--- src/rtl/bmu_pkg.sv ---
package bmu_pkg;
  localparam int unsigned LANES = 4;

  typedef enum logic [2:0] {
    SEL_FMT  = 3'd0,
    SEL_CTRL = 3'd1,
    SEL_DATA = 3'd2,
    SEL_STAT = 3'd3,
    SEL_CFG  = 3'd4
  } reg_sel_e;

  localparam int unsigned FMT_MERGE_BIT   = 7;
  localparam int unsigned FMT_LEN_LSB     = 8;
  localparam int unsigned STAT_TX_FULL    = 23;
  localparam int unsigned STAT_RX_EMPTY   = 14;
  localparam logic [4:0]  LEN_BYTE_UNIT   = 5'd7;
endpackage

--- src/rtl/bmu_byte_fifo.sv ---
module bmu_byte_fifo #(
  parameter int unsigned DEPTH      = 8,
  parameter int unsigned PUSH_LANES = 4,
  parameter int unsigned POP_LANES  = 1,
  localparam int unsigned AW  = $clog2(DEPTH),
  localparam int unsigned CW  = $clog2(DEPTH + 1),
  localparam int unsigned PNW = $clog2(PUSH_LANES + 1),
  localparam int unsigned QNW = $clog2(POP_LANES + 1)
) (
  input  logic                    clk_i,
  input  logic                    rst_ni,
  input  logic                    flush_i,
  input  logic [PNW-1:0]          push_n_i,
  input  logic [PUSH_LANES*8-1:0] push_data_i,
  input  logic [QNW-1:0]          pop_n_i,
  output logic [POP_LANES*8-1:0]  pop_data_o,
  output logic [CW-1:0]           count_o
);
  logic [7:0]    mem_q [DEPTH];
  logic [AW-1:0] wr_ptr_q, rd_ptr_q;
  logic [CW-1:0] count_q, free;
  logic          push_ok, pop_ok;
  logic [PNW-1:0] push_eff;
  logic [QNW-1:0] pop_eff;

  assign free     = CW'(DEPTH) - count_q;
  assign push_ok  = (push_n_i != '0) && (free >= CW'(push_n_i));
  assign pop_ok   = (pop_n_i != '0) && (count_q >= CW'(pop_n_i));
  assign push_eff = push_ok ? push_n_i : '0;
  assign pop_eff  = pop_ok ? pop_n_i : '0;
  assign count_o  = count_q;

  always_ff @(posedge clk_i or negedge rst_ni) begin
    if (!rst_ni) begin
      wr_ptr_q <= '0;
      rd_ptr_q <= '0;
      count_q  <= '0;
    end else if (flush_i) begin
      wr_ptr_q <= '0;
      rd_ptr_q <= '0;
      count_q  <= '0;
    end else begin
      wr_ptr_q <= wr_ptr_q + AW'(push_eff);
      rd_ptr_q <= rd_ptr_q + AW'(pop_eff);
      count_q  <= count_q + CW'(push_eff) - CW'(pop_eff);
    end
  end

  always_ff @(posedge clk_i) begin
    if (push_ok && !flush_i) begin
      for (int i = 0; i < int'(PUSH_LANES); i++) begin
        if (i < int'(push_n_i)) mem_q[wr_ptr_q + AW'(i)] <= push_data_i[i*8 +: 8];
      end
    end
  end

  for (genvar g = 0; g < int'(POP_LANES); g++) begin : g_pop_lane
    assign pop_data_o[g*8 +: 8] = mem_q[rd_ptr_q + AW'(g)];
  end

  AST_COUNT_BOUND: assert property (@(posedge clk_i) disable iff (!rst_ni)
    count_q <= CW'(DEPTH));
  AST_FLUSH_EMPTIES: assert property (@(posedge clk_i) disable iff (!rst_ni)
    flush_i |=> count_q == '0);
endmodule

--- src/rtl/bmu_regs.sv ---
module bmu_regs
  import bmu_pkg::*;
(
  input  logic       clk_i,
  input  logic       rst_ni,
  input  logic       wr_fmt_i,
  input  logic       wr_ctrl_i,
  input  logic       merge_bit_i,
  input  logic [4:0] unit_len_i,
  input  logic [2:0] ctrl_bits_i,
  input  logic       eng_done_i,
  output logic [31:0] fmt_o,
  output logic [2:0]  ctrl_o,
  output logic        merge_o
);
  logic       merge_q;
  logic [4:0] len_q;
  logic [2:0] ctrl_q;

  always_ff @(posedge clk_i or negedge rst_ni) begin
    if (!rst_ni) begin
      merge_q <= 1'b0;
      len_q   <= LEN_BYTE_UNIT;
    end else if (wr_fmt_i) begin
      merge_q <= merge_bit_i;
      len_q   <= unit_len_i;
    end
  end

  // FIFO reset bits live one cycle; engine reset waits for the done handshake
  always_ff @(posedge clk_i or negedge rst_ni) begin
    if (!rst_ni) begin
      ctrl_q <= '0;
    end else begin
      ctrl_q[2:1] <= wr_ctrl_i ? ctrl_bits_i[2:1] : 2'b00;
      if (wr_ctrl_i && ctrl_bits_i[0]) ctrl_q[0] <= 1'b1;
      else if (eng_done_i)             ctrl_q[0] <= 1'b0;
    end
  end

  always_comb begin
    fmt_o = '0;
    fmt_o[FMT_MERGE_BIT] = merge_q;
    fmt_o[FMT_LEN_LSB +: 5] = len_q;
  end
  assign ctrl_o  = ctrl_q;
  assign merge_o = merge_q && (len_q == LEN_BYTE_UNIT);

  AST_FIFO_RST_SELF_CLEAR: assert property (@(posedge clk_i) disable iff (!rst_ni)
    (ctrl_q[2] && !(wr_ctrl_i && ctrl_bits_i[2])) |=> !ctrl_q[2]);
  AST_ENG_RST_HOLD: assert property (@(posedge clk_i) disable iff (!rst_ni)
    (ctrl_q[0] && !eng_done_i) |=> ctrl_q[0]);
endmodule

--- src/rtl/byte_merge_unit.sv ---
module byte_merge_unit
  import bmu_pkg::*;
#(
  parameter int unsigned TX_DEPTH = 8,
  parameter int unsigned RX_DEPTH = 16
) (
  input  logic        clk_i,
  input  logic        rst_ni,
  input  logic        reg_wr_i,
  input  logic        reg_rd_i,
  input  logic [2:0]  reg_sel_i,
  input  logic [31:0] reg_wdata_i,
  output logic [31:0] reg_rdata_o,
  input  logic        tx_pop_i,
  output logic [7:0]  tx_byte_o,
  output logic        tx_avail_o,
  input  logic        rx_push_i,
  input  logic [7:0]  rx_byte_i,
  output logic        rx_space_o,
  output logic        eng_rst_o,
  input  logic        eng_rst_done_i
);
  localparam int unsigned TCW = $clog2(TX_DEPTH + 1);
  localparam int unsigned RCW = $clog2(RX_DEPTH + 1);
  localparam int unsigned NW  = $clog2(LANES + 1);
  localparam logic [3:0] TX_CODE = 4'($clog2(TX_DEPTH) - 1);
  localparam logic [3:0] RX_CODE = 4'($clog2(RX_DEPTH) - 1);

  logic [31:0]    fmt_word;
  logic [2:0]     ctrl_q;
  logic           merge;
  logic [NW-1:0]  step;
  logic [TCW-1:0] tx_count;
  logic [RCW-1:0] rx_count;
  logic           tx_full_flag, rx_empty_flag;
  logic           data_wr, data_rd;
  logic [NW-1:0]  tx_push_n, rx_pop_n;
  logic [31:0]    tx_push_data, rx_pop_data, rd_word, stat_word;

  bmu_regs i_regs (
    .clk_i       (clk_i),
    .rst_ni      (rst_ni),
    .wr_fmt_i    (reg_wr_i && reg_sel_i == SEL_FMT),
    .wr_ctrl_i   (reg_wr_i && reg_sel_i == SEL_CTRL),
    .merge_bit_i (reg_wdata_i[FMT_MERGE_BIT]),
    .unit_len_i  (reg_wdata_i[FMT_LEN_LSB +: 5]),
    .ctrl_bits_i (reg_wdata_i[2:0]),
    .eng_done_i  (eng_rst_done_i),
    .fmt_o       (fmt_word),
    .ctrl_o      (ctrl_q),
    .merge_o     (merge)
  );

  assign step    = merge ? NW'(LANES) : NW'(1);
  assign data_wr = reg_wr_i && reg_sel_i == SEL_DATA;
  assign data_rd = reg_rd_i && reg_sel_i == SEL_DATA;

  // flags reflect the width of the next access, not raw occupancy
  assign tx_full_flag  = (TCW'(TX_DEPTH) - tx_count) < TCW'(step);
  assign rx_empty_flag = rx_count < RCW'(step);

  assign tx_push_n    = (data_wr && !tx_full_flag) ? step : '0;
  assign tx_push_data = merge ? reg_wdata_i : {24'h0, reg_wdata_i[7:0]};
  assign rx_pop_n     = (data_rd && !rx_empty_flag) ? step : '0;

  bmu_byte_fifo #(.DEPTH(TX_DEPTH), .PUSH_LANES(LANES), .POP_LANES(1)) i_tx_fifo (
    .clk_i       (clk_i),
    .rst_ni      (rst_ni),
    .flush_i     (ctrl_q[2]),
    .push_n_i    (tx_push_n),
    .push_data_i (tx_push_data),
    .pop_n_i     (tx_pop_i),
    .pop_data_o  (tx_byte_o),
    .count_o     (tx_count)
  );

  bmu_byte_fifo #(.DEPTH(RX_DEPTH), .PUSH_LANES(1), .POP_LANES(LANES)) i_rx_fifo (
    .clk_i       (clk_i),
    .rst_ni      (rst_ni),
    .flush_i     (ctrl_q[1]),
    .push_n_i    (rx_push_i),
    .push_data_i (rx_byte_i),
    .pop_n_i     (rx_pop_n),
    .pop_data_o  (rx_pop_data),
    .count_o     (rx_count)
  );

  assign tx_avail_o = tx_count != '0;
  assign rx_space_o = rx_count != RCW'(RX_DEPTH);
  assign eng_rst_o  = ctrl_q[0];

  assign rd_word = rx_empty_flag ? 32'h0 :
                   merge ? rx_pop_data : {24'h0, rx_pop_data[7:0]};

  always_comb begin
    stat_word = '0;
    stat_word[STAT_TX_FULL]  = tx_full_flag;
    stat_word[STAT_RX_EMPTY] = rx_empty_flag;
  end

  always_comb begin
    case (reg_sel_i)
      SEL_FMT:  reg_rdata_o = fmt_word;
      SEL_CTRL: reg_rdata_o = {29'h0, ctrl_q};
      SEL_DATA: reg_rdata_o = rd_word;
      SEL_STAT: reg_rdata_o = stat_word;
      SEL_CFG:  reg_rdata_o = {24'h0, TX_CODE, RX_CODE};
      default:  reg_rdata_o = '0;
    endcase
  end

  AST_MERGED_WR_DROP: assert property (@(posedge clk_i) disable iff (!rst_ni)
    (data_wr && merge && tx_full_flag && !ctrl_q[2]) |=> tx_count <= $past(tx_count));
  AST_SINGLE_RD_UPPER_ZERO: assert property (@(posedge clk_i) disable iff (!rst_ni)
    (data_rd && !merge) |-> reg_rdata_o[31:8] == 24'h0);
  AST_EMPTY_RD_ZERO: assert property (@(posedge clk_i) disable iff (!rst_ni)
    (data_rd && rx_empty_flag) |=> rx_count >= $past(rx_count));
endmodule

--- config.mk ---
export PLATFORM = sky130hd
export DESIGN_NAME = byte_merge_unit
export DESIGN_NICKNAME = d
export VERILOG_FILES = /design/src/rtl/bmu_pkg.sv /design/src/rtl/bmu_byte_fifo.sv /design/src/rtl/bmu_regs.sv /design/src/rtl/byte_merge_unit.sv
export SDC_FILE = /design/constraint.sdc
export NUM_CORES = 1
export LEC_CHECK = 0
export ABC_AREA = 1
export BUFFER_PORTS_ARGS = -buffer_cell sky130_fd_sc_hd__buf_2
export CORE_AREA = 2 2 165 167
export DETAILED_ROUTE_END_ITERATION = 10
export DIE_AREA = 0 0 167 169
export PLACE_DENSITY = 0.78
export SLEW_MARGIN = 10
export SYNTH_ARGS = -nofsm -noshare
export SYNTH_HDL_FRONTEND = slang
export SYNTH_SLANG_ARGS = --single-unit
--- constraint.sdc ---
create_clock -name clk_i -period 5.77 [get_ports clk_i]
set_clock_uncertainty 0.15 [all_clocks]
set_input_delay 0.2885 -clock clk_i [delete_from_list [all_inputs] [get_ports clk_i]]
set_output_delay 0.2885 -clock clk_i [all_outputs]
set_load 0.01 [all_outputs]
Word-level counts from Yosys, hierarchy flattened:

Memory sizes are Yosys's and may differ from the RTL's.
Cells that the tools add are included.

* equal/unequal tests: 6
* reductions and logical operators: 23
* magnitude comparators: 11
* $add $sub $neg: 16
* multiplexer cells: 35

Operators with widths (number)
* one-hot mux 32 bit (5 select lines): 1
* two-way mux 32 bit: 3
* two-way mux 3 bit: 7
* two-way mux 1 bit: 19
* logical AND 1 bit: 14
* two-way mux 4 bit: 3
* adder 4 x 2 -> 4 bit (second input constant): 2
* adder 4 x 3 -> 4 bit: 2
* adder 3 x 2 -> 3 bit (second input constant): 2
* equality test 3 x 2 -> 1 bit (second input constant): 2
* less-than comparator 1 x 3 -> 1 bit (first input constant): 2
* less-than comparator 2 x 3 -> 1 bit (first input constant): 2
* nonzero test 3 bit: 2
* adder 5 x 1 -> 5 bit: 1
* equality test 5 x 3 -> 1 bit (second input constant): 1
* greater-or-equal comparator 5 x 1 -> 1 bit: 1
* greater-or-equal comparator 5 x 3 -> 1 bit: 1
* less-than comparator 5 x 3 -> 1 bit: 1
* two-way mux 5 bit: 1
* != test 5 bit (second input constant): 1
* subtractor 5 x 3 -> 5 bit: 1
* subtractor 5 bit (first input constant): 1
* adder 4 x 1 -> 4 bit: 1
* adder 4 x 1 -> 4 bit (second input constant): 1
* 16 further kinds: 19

* logic and storage cells: 103
* memory bits (writable): 192
* memories kept: 2
* bits of input ports: 50
* output and inout port bits: 43
* flip-flop bits (word level): 32

Memories
* i_rx_fifo.mem_q: depth 16, bits a word 8, rd ports 4, clocked after Yosys merged registers in 0, write ports 1, line bmu_byte_fifo.sv:19 `logic [7:0] mem_q [DEPTH];`
* i_tx_fifo.mem_q: depth 8, bits a word 8, rd ports 1, clocked after Yosys merged registers in 0, write ports 4, line bmu_byte_fifo.sv:19

Depth between registers and ports, before layout:

* depth in word-level cells: 13
* depth in mapped cells: 26
* depth with buffers taken out: 26

Modules after synthesis:

Synthesis repeated with hierarchy kept, for this count alone.

* cell total of the unflattened synthesis: 2326
* area total of the unflattened synthesis: 16643.5 um^2

Modules (own cells, without submodules)
* bmu_byte_fifo at i_rx_fifo: instances 1, area an instance 9113.7 um^2, cells an instance 1178
* bmu_byte_fifo at i_tx_fifo: instances 1, area an instance 5896.9 um^2, cells an instance 868
* byte_merge_unit: instances 1, area an instance 1053.5 um^2, cells an instance 210
* bmu_regs: instances 1, area an instance 579.3 um^2, cells an instance 70

Worst setup path after synthesis:

Ideal clock, no wire load.

* path kind: flip-flop to flip-flop
* start point: register i_regs.len_q[2]
* end point: register i_rx_fifo.count_q[4] (netlist: i_rx_fifo.count_o[4])
* setup time: 0.132 ns
* period minus slack after synthesis: 4.190 ns
* slack: 1.580 ns
* data arrival time: 3.908 ns
* stages on the path, launching flop included: 26
* path through: dfstp_2 nand2_1 inv_1 nand3_4 ha_1 a21oi_1 o21a_1 and2_1 nor2_4 nand2_1 nor2_1 ha_1 a41o_1 a21oi_1 nor3_1 ha_1 inv_1 ha_1 fa_1 nand2_1 inv_1 nor2_1 inv_1 a21oi_1 xnor2_1 nor2_1

* cells in the longest elaborated chain, start to end: 12

Ends and longest elaborated chain
* start: declaration: line bmu_regs.sv:17 `logic [4:0] len_q;`
* start signal: assignment: line bmu_regs.sv:26 `len_q <= unit_len_i;`
* equality test 5 x 3 -> 1 bit *: line bmu_regs.sv:47 `assign merge_o = merge_q && (len_q == LEN_BYTE_UNIT);`
* logical AND 1 bit *: line bmu_regs.sv:47
* two-way mux 3 bit *: line byte_merge_unit.sv:54 `assign step = merge ? NW'(LANES) : NW'(1);`
* less-than comparator 5 x 3 -> 1 bit: line byte_merge_unit.sv:60 `assign rx_empty_flag = rx_count < RCW'(step);`
* logical NOT 1 bit: line byte_merge_unit.sv:64 `assign rx_pop_n = (data_rd && !rx_empty_flag) ? step : '0;`
* logical AND 1 bit: line byte_merge_unit.sv:64
* two-way mux 3 bit *: line byte_merge_unit.sv:64
* greater-or-equal comparator 5 x 3 -> 1 bit / nonzero test 3 bit (equally long branches): line bmu_byte_fifo.sv:28 `assign pop_ok = (pop_n_i != '0) && (count_q >= CW'(pop_n_i));`
* logical AND 1 bit: line bmu_byte_fifo.sv:28
* two-way mux 3 bit *: line bmu_byte_fifo.sv:30 `assign pop_eff = pop_ok ? pop_n_i : '0;`
* subtractor 5 x 3 -> 5 bit *: line bmu_byte_fifo.sv:45 `count_q <= count_q + CW'(push_eff) - CW'(pop_eff);`
* two-way mux 5 bit *: line bmu_byte_fifo.sv:38 `end else if (flush_i) begin`
* end signal: assignment: line bmu_byte_fifo.sv:45
* end: declaration: line bmu_byte_fifo.sv:21 `logic [CW-1:0] count_q, free;`

Mark *: on every way between the ends. The rest lies on a longest branch, timed or not.
A chain may end at the register's enable or synchronous reset.

Worst setup path after layout:

* start point: register i_regs.len_q[0]
* end point: register i_rx_fifo.count_q[4] (netlist: i_rx_fifo.count_o[4])

Same word-level chain as after synthesis.

==> impl_metrics.tcl <==
set metrics [dict create \
    antenna_found_initial 0 \
    ir_drop_uv 576 \
    ios 93 \
    period_needed_ns 4.79 \
    grt_max_degree 113 \
    power_frac_seq_pct 27.3 \
    die_x_um 167 \
    vias 15100 \
    nFillCells 2255 \
    groute.usage.overall_pct 35.5 \
    finalSetupTns_ns 0 \
    diodes 0 \
    syn_area_um2 15600 \
    core-area_um2 26500 \
    yosysWarnings 0 \
    numClockSinks 224 \
    final_antenna_net_count 0 \
    final_cells 2453 \
    cts_resized 0 \
    synth_nets 2158 \
    timing.critical_path.fanout_max 16 \
    dr.pass1.iters 6 \
    wl_per_cell_um 20.8 \
    hold_buffers 9 \
    setup_viol 0 \
    cts_tree "yes" \
    die-area_um2 28200 \
    combPwrFrac_pct 53.1 \
    synth_edf_count 192 \
    gp_congestion 1.02 \
    area_growth_pct 9.00 \
    netlist_instances 2067 \
    cp.arrival_ns 5.03 \
    ys_ff_latch 224 \
    fmax_mhz 209 \
    htreeDepth 1 \
    ys_seq_area_share_pct 42.2 \
    numCtsBuffers 25 \
    drc_errors 0 \
    worstHoldPathType "input port to flop" \
    grt_pass1_wl_mm 77.5 \
    slew_violations 0 \
    overflow 0 \
    holdWs_ns 0.0135 \
    ctsLongestPathBuffers 3 \
    post-cts-setup-buffers 0 \
    initial_utilization_pct 58.7 \
    maxCapViolCount 0 \
    period_share_pct 83.1 \
    syn_avg_cell_area_um2 7.53 \
    num_rows 60 \
    setup_ws_ns 0.977 \
    grt_pass1_vias 14000 \
    dp_cells 2398 \
    clk_pin_slew_ns 0.06 \
    rsz0062_at_grt "no" \
    relSlewSlack_pct 20.9 \
    switching_power_mw 3.90 \
    p_leak_nw 7.18 \
    worst_pin_slew_ns 1.18 \
    hold_viol 0 \
    via_per_inst 6.17 \
    synth-async-reset-ratio_pct 14.3 \
    powerDensity_nw_per_um2 480 \
    critPathMaxStageDelay_ns 0.54 \
    cp-end-kind "flop" \
    port-buffer-count 92 \
    fin_total_pwr_mw 8.15 \
    totalWireLength_mm 51.1 \
    place_area_um2 16100 \
    critical-path-slowest-cell "dfstp_2" \
    post-route-util_pct 64.0 \
    dp_hpwl_mm 35.9 \
    p_sw_share_pct 47.8 \
    path_class "flop to flop" \
    drtIter0Drc 1938 \
    worstSetupStartpointType "flop" \
    clkPwrFrac_pct 19.5 \
    cts_root_buf "clkbuf_16" \
    ys_types 52 \
    nets 2184 \
    clk-insertion-delay-late_ns 0.52 \
    drive_gt1_share_pct 9.61 \
    dp_slack_ns 1.05 \
    die_h_um 169 \
    required_ns 6.01 \
    finalInstanceArea_um2 17000 \
    power.internal_mw 4.25 \
    ys.flop_type "edfxtp_1" \
    outcome "finished, final reports clean" \
]
## Yosys cell counts (5+ instances only)
cell type / instances / area [um^2]
a21oi_1: 99 / 495
o211ai_1: 34 / 255
nor3_1: 14 / 70.1
o22ai_1: 16 / 100
o21ai_0: 244 / 1220
clkbuf_2: 5 / 25.0
buf_2: 12 / 60.1
o21ai_1: 6 / 30.0
o32ai_1: 6 / 52.6
ha_1: 39 / 488
o31ai_1: 5 / 37.5
edfxtp_1: 192 / 5770
clkbuf_1: 84 / 315
nand3_1: 169 / 846
nand4_1: 41 / 257
nand2_1: 453 / 1700
inv_1: 223 / 837
mux2_2: 12 / 135
a32o_1: 16 / 160
buf_4: 7 / 52.6
nor2_1: 251 / 942
o21bai_1: 6 / 45.0
dfrtp_1: 29 / 726
nand3_2: 8 / 80.1
xnor2_1: 7 / 61.3
buf_1: 5 / 18.8
buf_6: 6 / 67.6
xor2_1: 11 / 96.3
nand2_2: 6 / 37.5
a31oi_1: 15 / 93.8
## flip-flops by register name, indices dropped and copies added (netlist names)
name                cells
i_regs.ctrl_o           3
i_regs.len_q            5
i_regs.merge_q          1
i_rx_fifo.count_o       5
i_rx_fifo.mem_q       128
i_rx_fifo.rd_ptr_q      4
i_rx_fifo.wr_ptr_q      4
i_tx_fifo.count_o       4
i_tx_fifo.mem_q        64
i_tx_fifo.rd_ptr_q      3
i_tx_fifo.wr_ptr_q      3
## critical path: cells and delay by family, from the launching register on
family          cells  cell delay [ns]
buf+inv             4             0.21
fa+ha+maj           5             1.51
xor+xnor            1             0.16
flops               1             0.54
compound gates      5             0.84
simple gates       10             1.25
## final cells by class
class | instances | area [um^2] | share of cell area [%]
multi-input cells | 1493 | 7610 | 44.8
flip-flops and latches | 224 | 6570 | 38.7
inverters | 231 | 867 | 5.11
clock buffers | 32 | 693 | 4.08
repair buffers | 118 | 678 | 4.00
well taps | 341 | 427 | 2.51
clock inverters | 14 | 121 | 0.715
## layout by cell type (no fill, tap or decap), types with 6 or more instances in the layout
| master | Yosys | layout |
|---|---|---|
| o21ai_0 | 244 | 244 |
| edfxtp_1 | 192 | 192 |
| ha_1 | 39 | 38 |
| nor3_1 | 14 | 14 |
| a32o_1 | 16 | 16 |
| nand2_1 | 453 | 453 |
| inv_1 | 223 | 222 |
| buf_2 | 12 | 92 |
| a31oi_1 | 15 | 15 |
| dfrtp_1 | 29 | 28 |
| mux2_2 | 12 | 12 |
| o32ai_1 | 6 | 6 |
| nand4_1 | 41 | 41 |
| o22ai_1 | 16 | 16 |
| xnor2_1 | 7 | 6 |
| xor2_1 | 11 | 10 |
| nand2_2 | 6 | 6 |
| nor2_1 | 251 | 251 |
| o211ai_1 | 34 | 34 |
| buf_4 | 7 | 17 |
| nand3_2 | 8 | 8 |
| o21bai_1 | 6 | 6 |
| o21ai_1 | 6 | 6 |
| nand3_1 | 169 | 169 |
| a21oi_1 | 99 | 99 |
| dlygate4sd3_1 | 0 | 9 |
| clkinv_1 | 4 | 9 |
| clkbuf_16 | 0 | 26 |
## power by group through the flow
stage	Clock, mW	Sequential [mW]	Combinational, mW
4_1_cts	1.60	2.22	4.21
3_3_place_gp	0	2.24	4.07
6_report	1.59	2.23	4.33
2_1_floorplan	0	2.08	3.12
3_5_place_dp	0	2.25	4.17
5_1_grt	1.66	2.26	4.74
## routing by layer
layer	GRT usage (%)	up-vias	routed length, um
met5	0	-	0
met4	17.7	0	2980
met3	6.10	205	5340
met2	58.5	906	23500
met1	45.5	6934	19300
li1	-	7085	-
## path summary, 6_finish.rpt
kind	start	end	slack (ns)	cells past startpoint
worst min register to register	i_regs.len_q[4]	i_regs.len_q[4]	0.39	2
worst min-delay path	rx_byte_i[3]	i_rx_fifo.mem_q[6][3]	0.01	1
max in group asynchronous	rst_ni	i_rx_fifo.rd_ptr_q[0]	4.68	2
min in group asynchronous	rst_ni	i_regs.len_q[4]	0.24	2
worst max-delay path	i_regs.len_q[0]	i_rx_fifo.count_o[4]	0.98	25
worst max register to register	i_regs.len_q[0]	i_rx_fifo.count_o[4]	0.98	25
## kinds of logic (layout without fill, tap and decap cells)
family / after synthesis / count (layout) / share of synthesized area [%]
fa+ha+maj: 41 / 41 / 3.39
compound gates: 459 / 459 / 16.6
flops: 224 / 224 / 42.2
simple gates: 963 / 963 / 26.9
buf+inv: 350 / 395 / 9.03
mux: 12 / 12 / 0.868
xor+xnor: 18 / 18 / 1.01
Note: power is estimated with default switching activity, not from simulation.
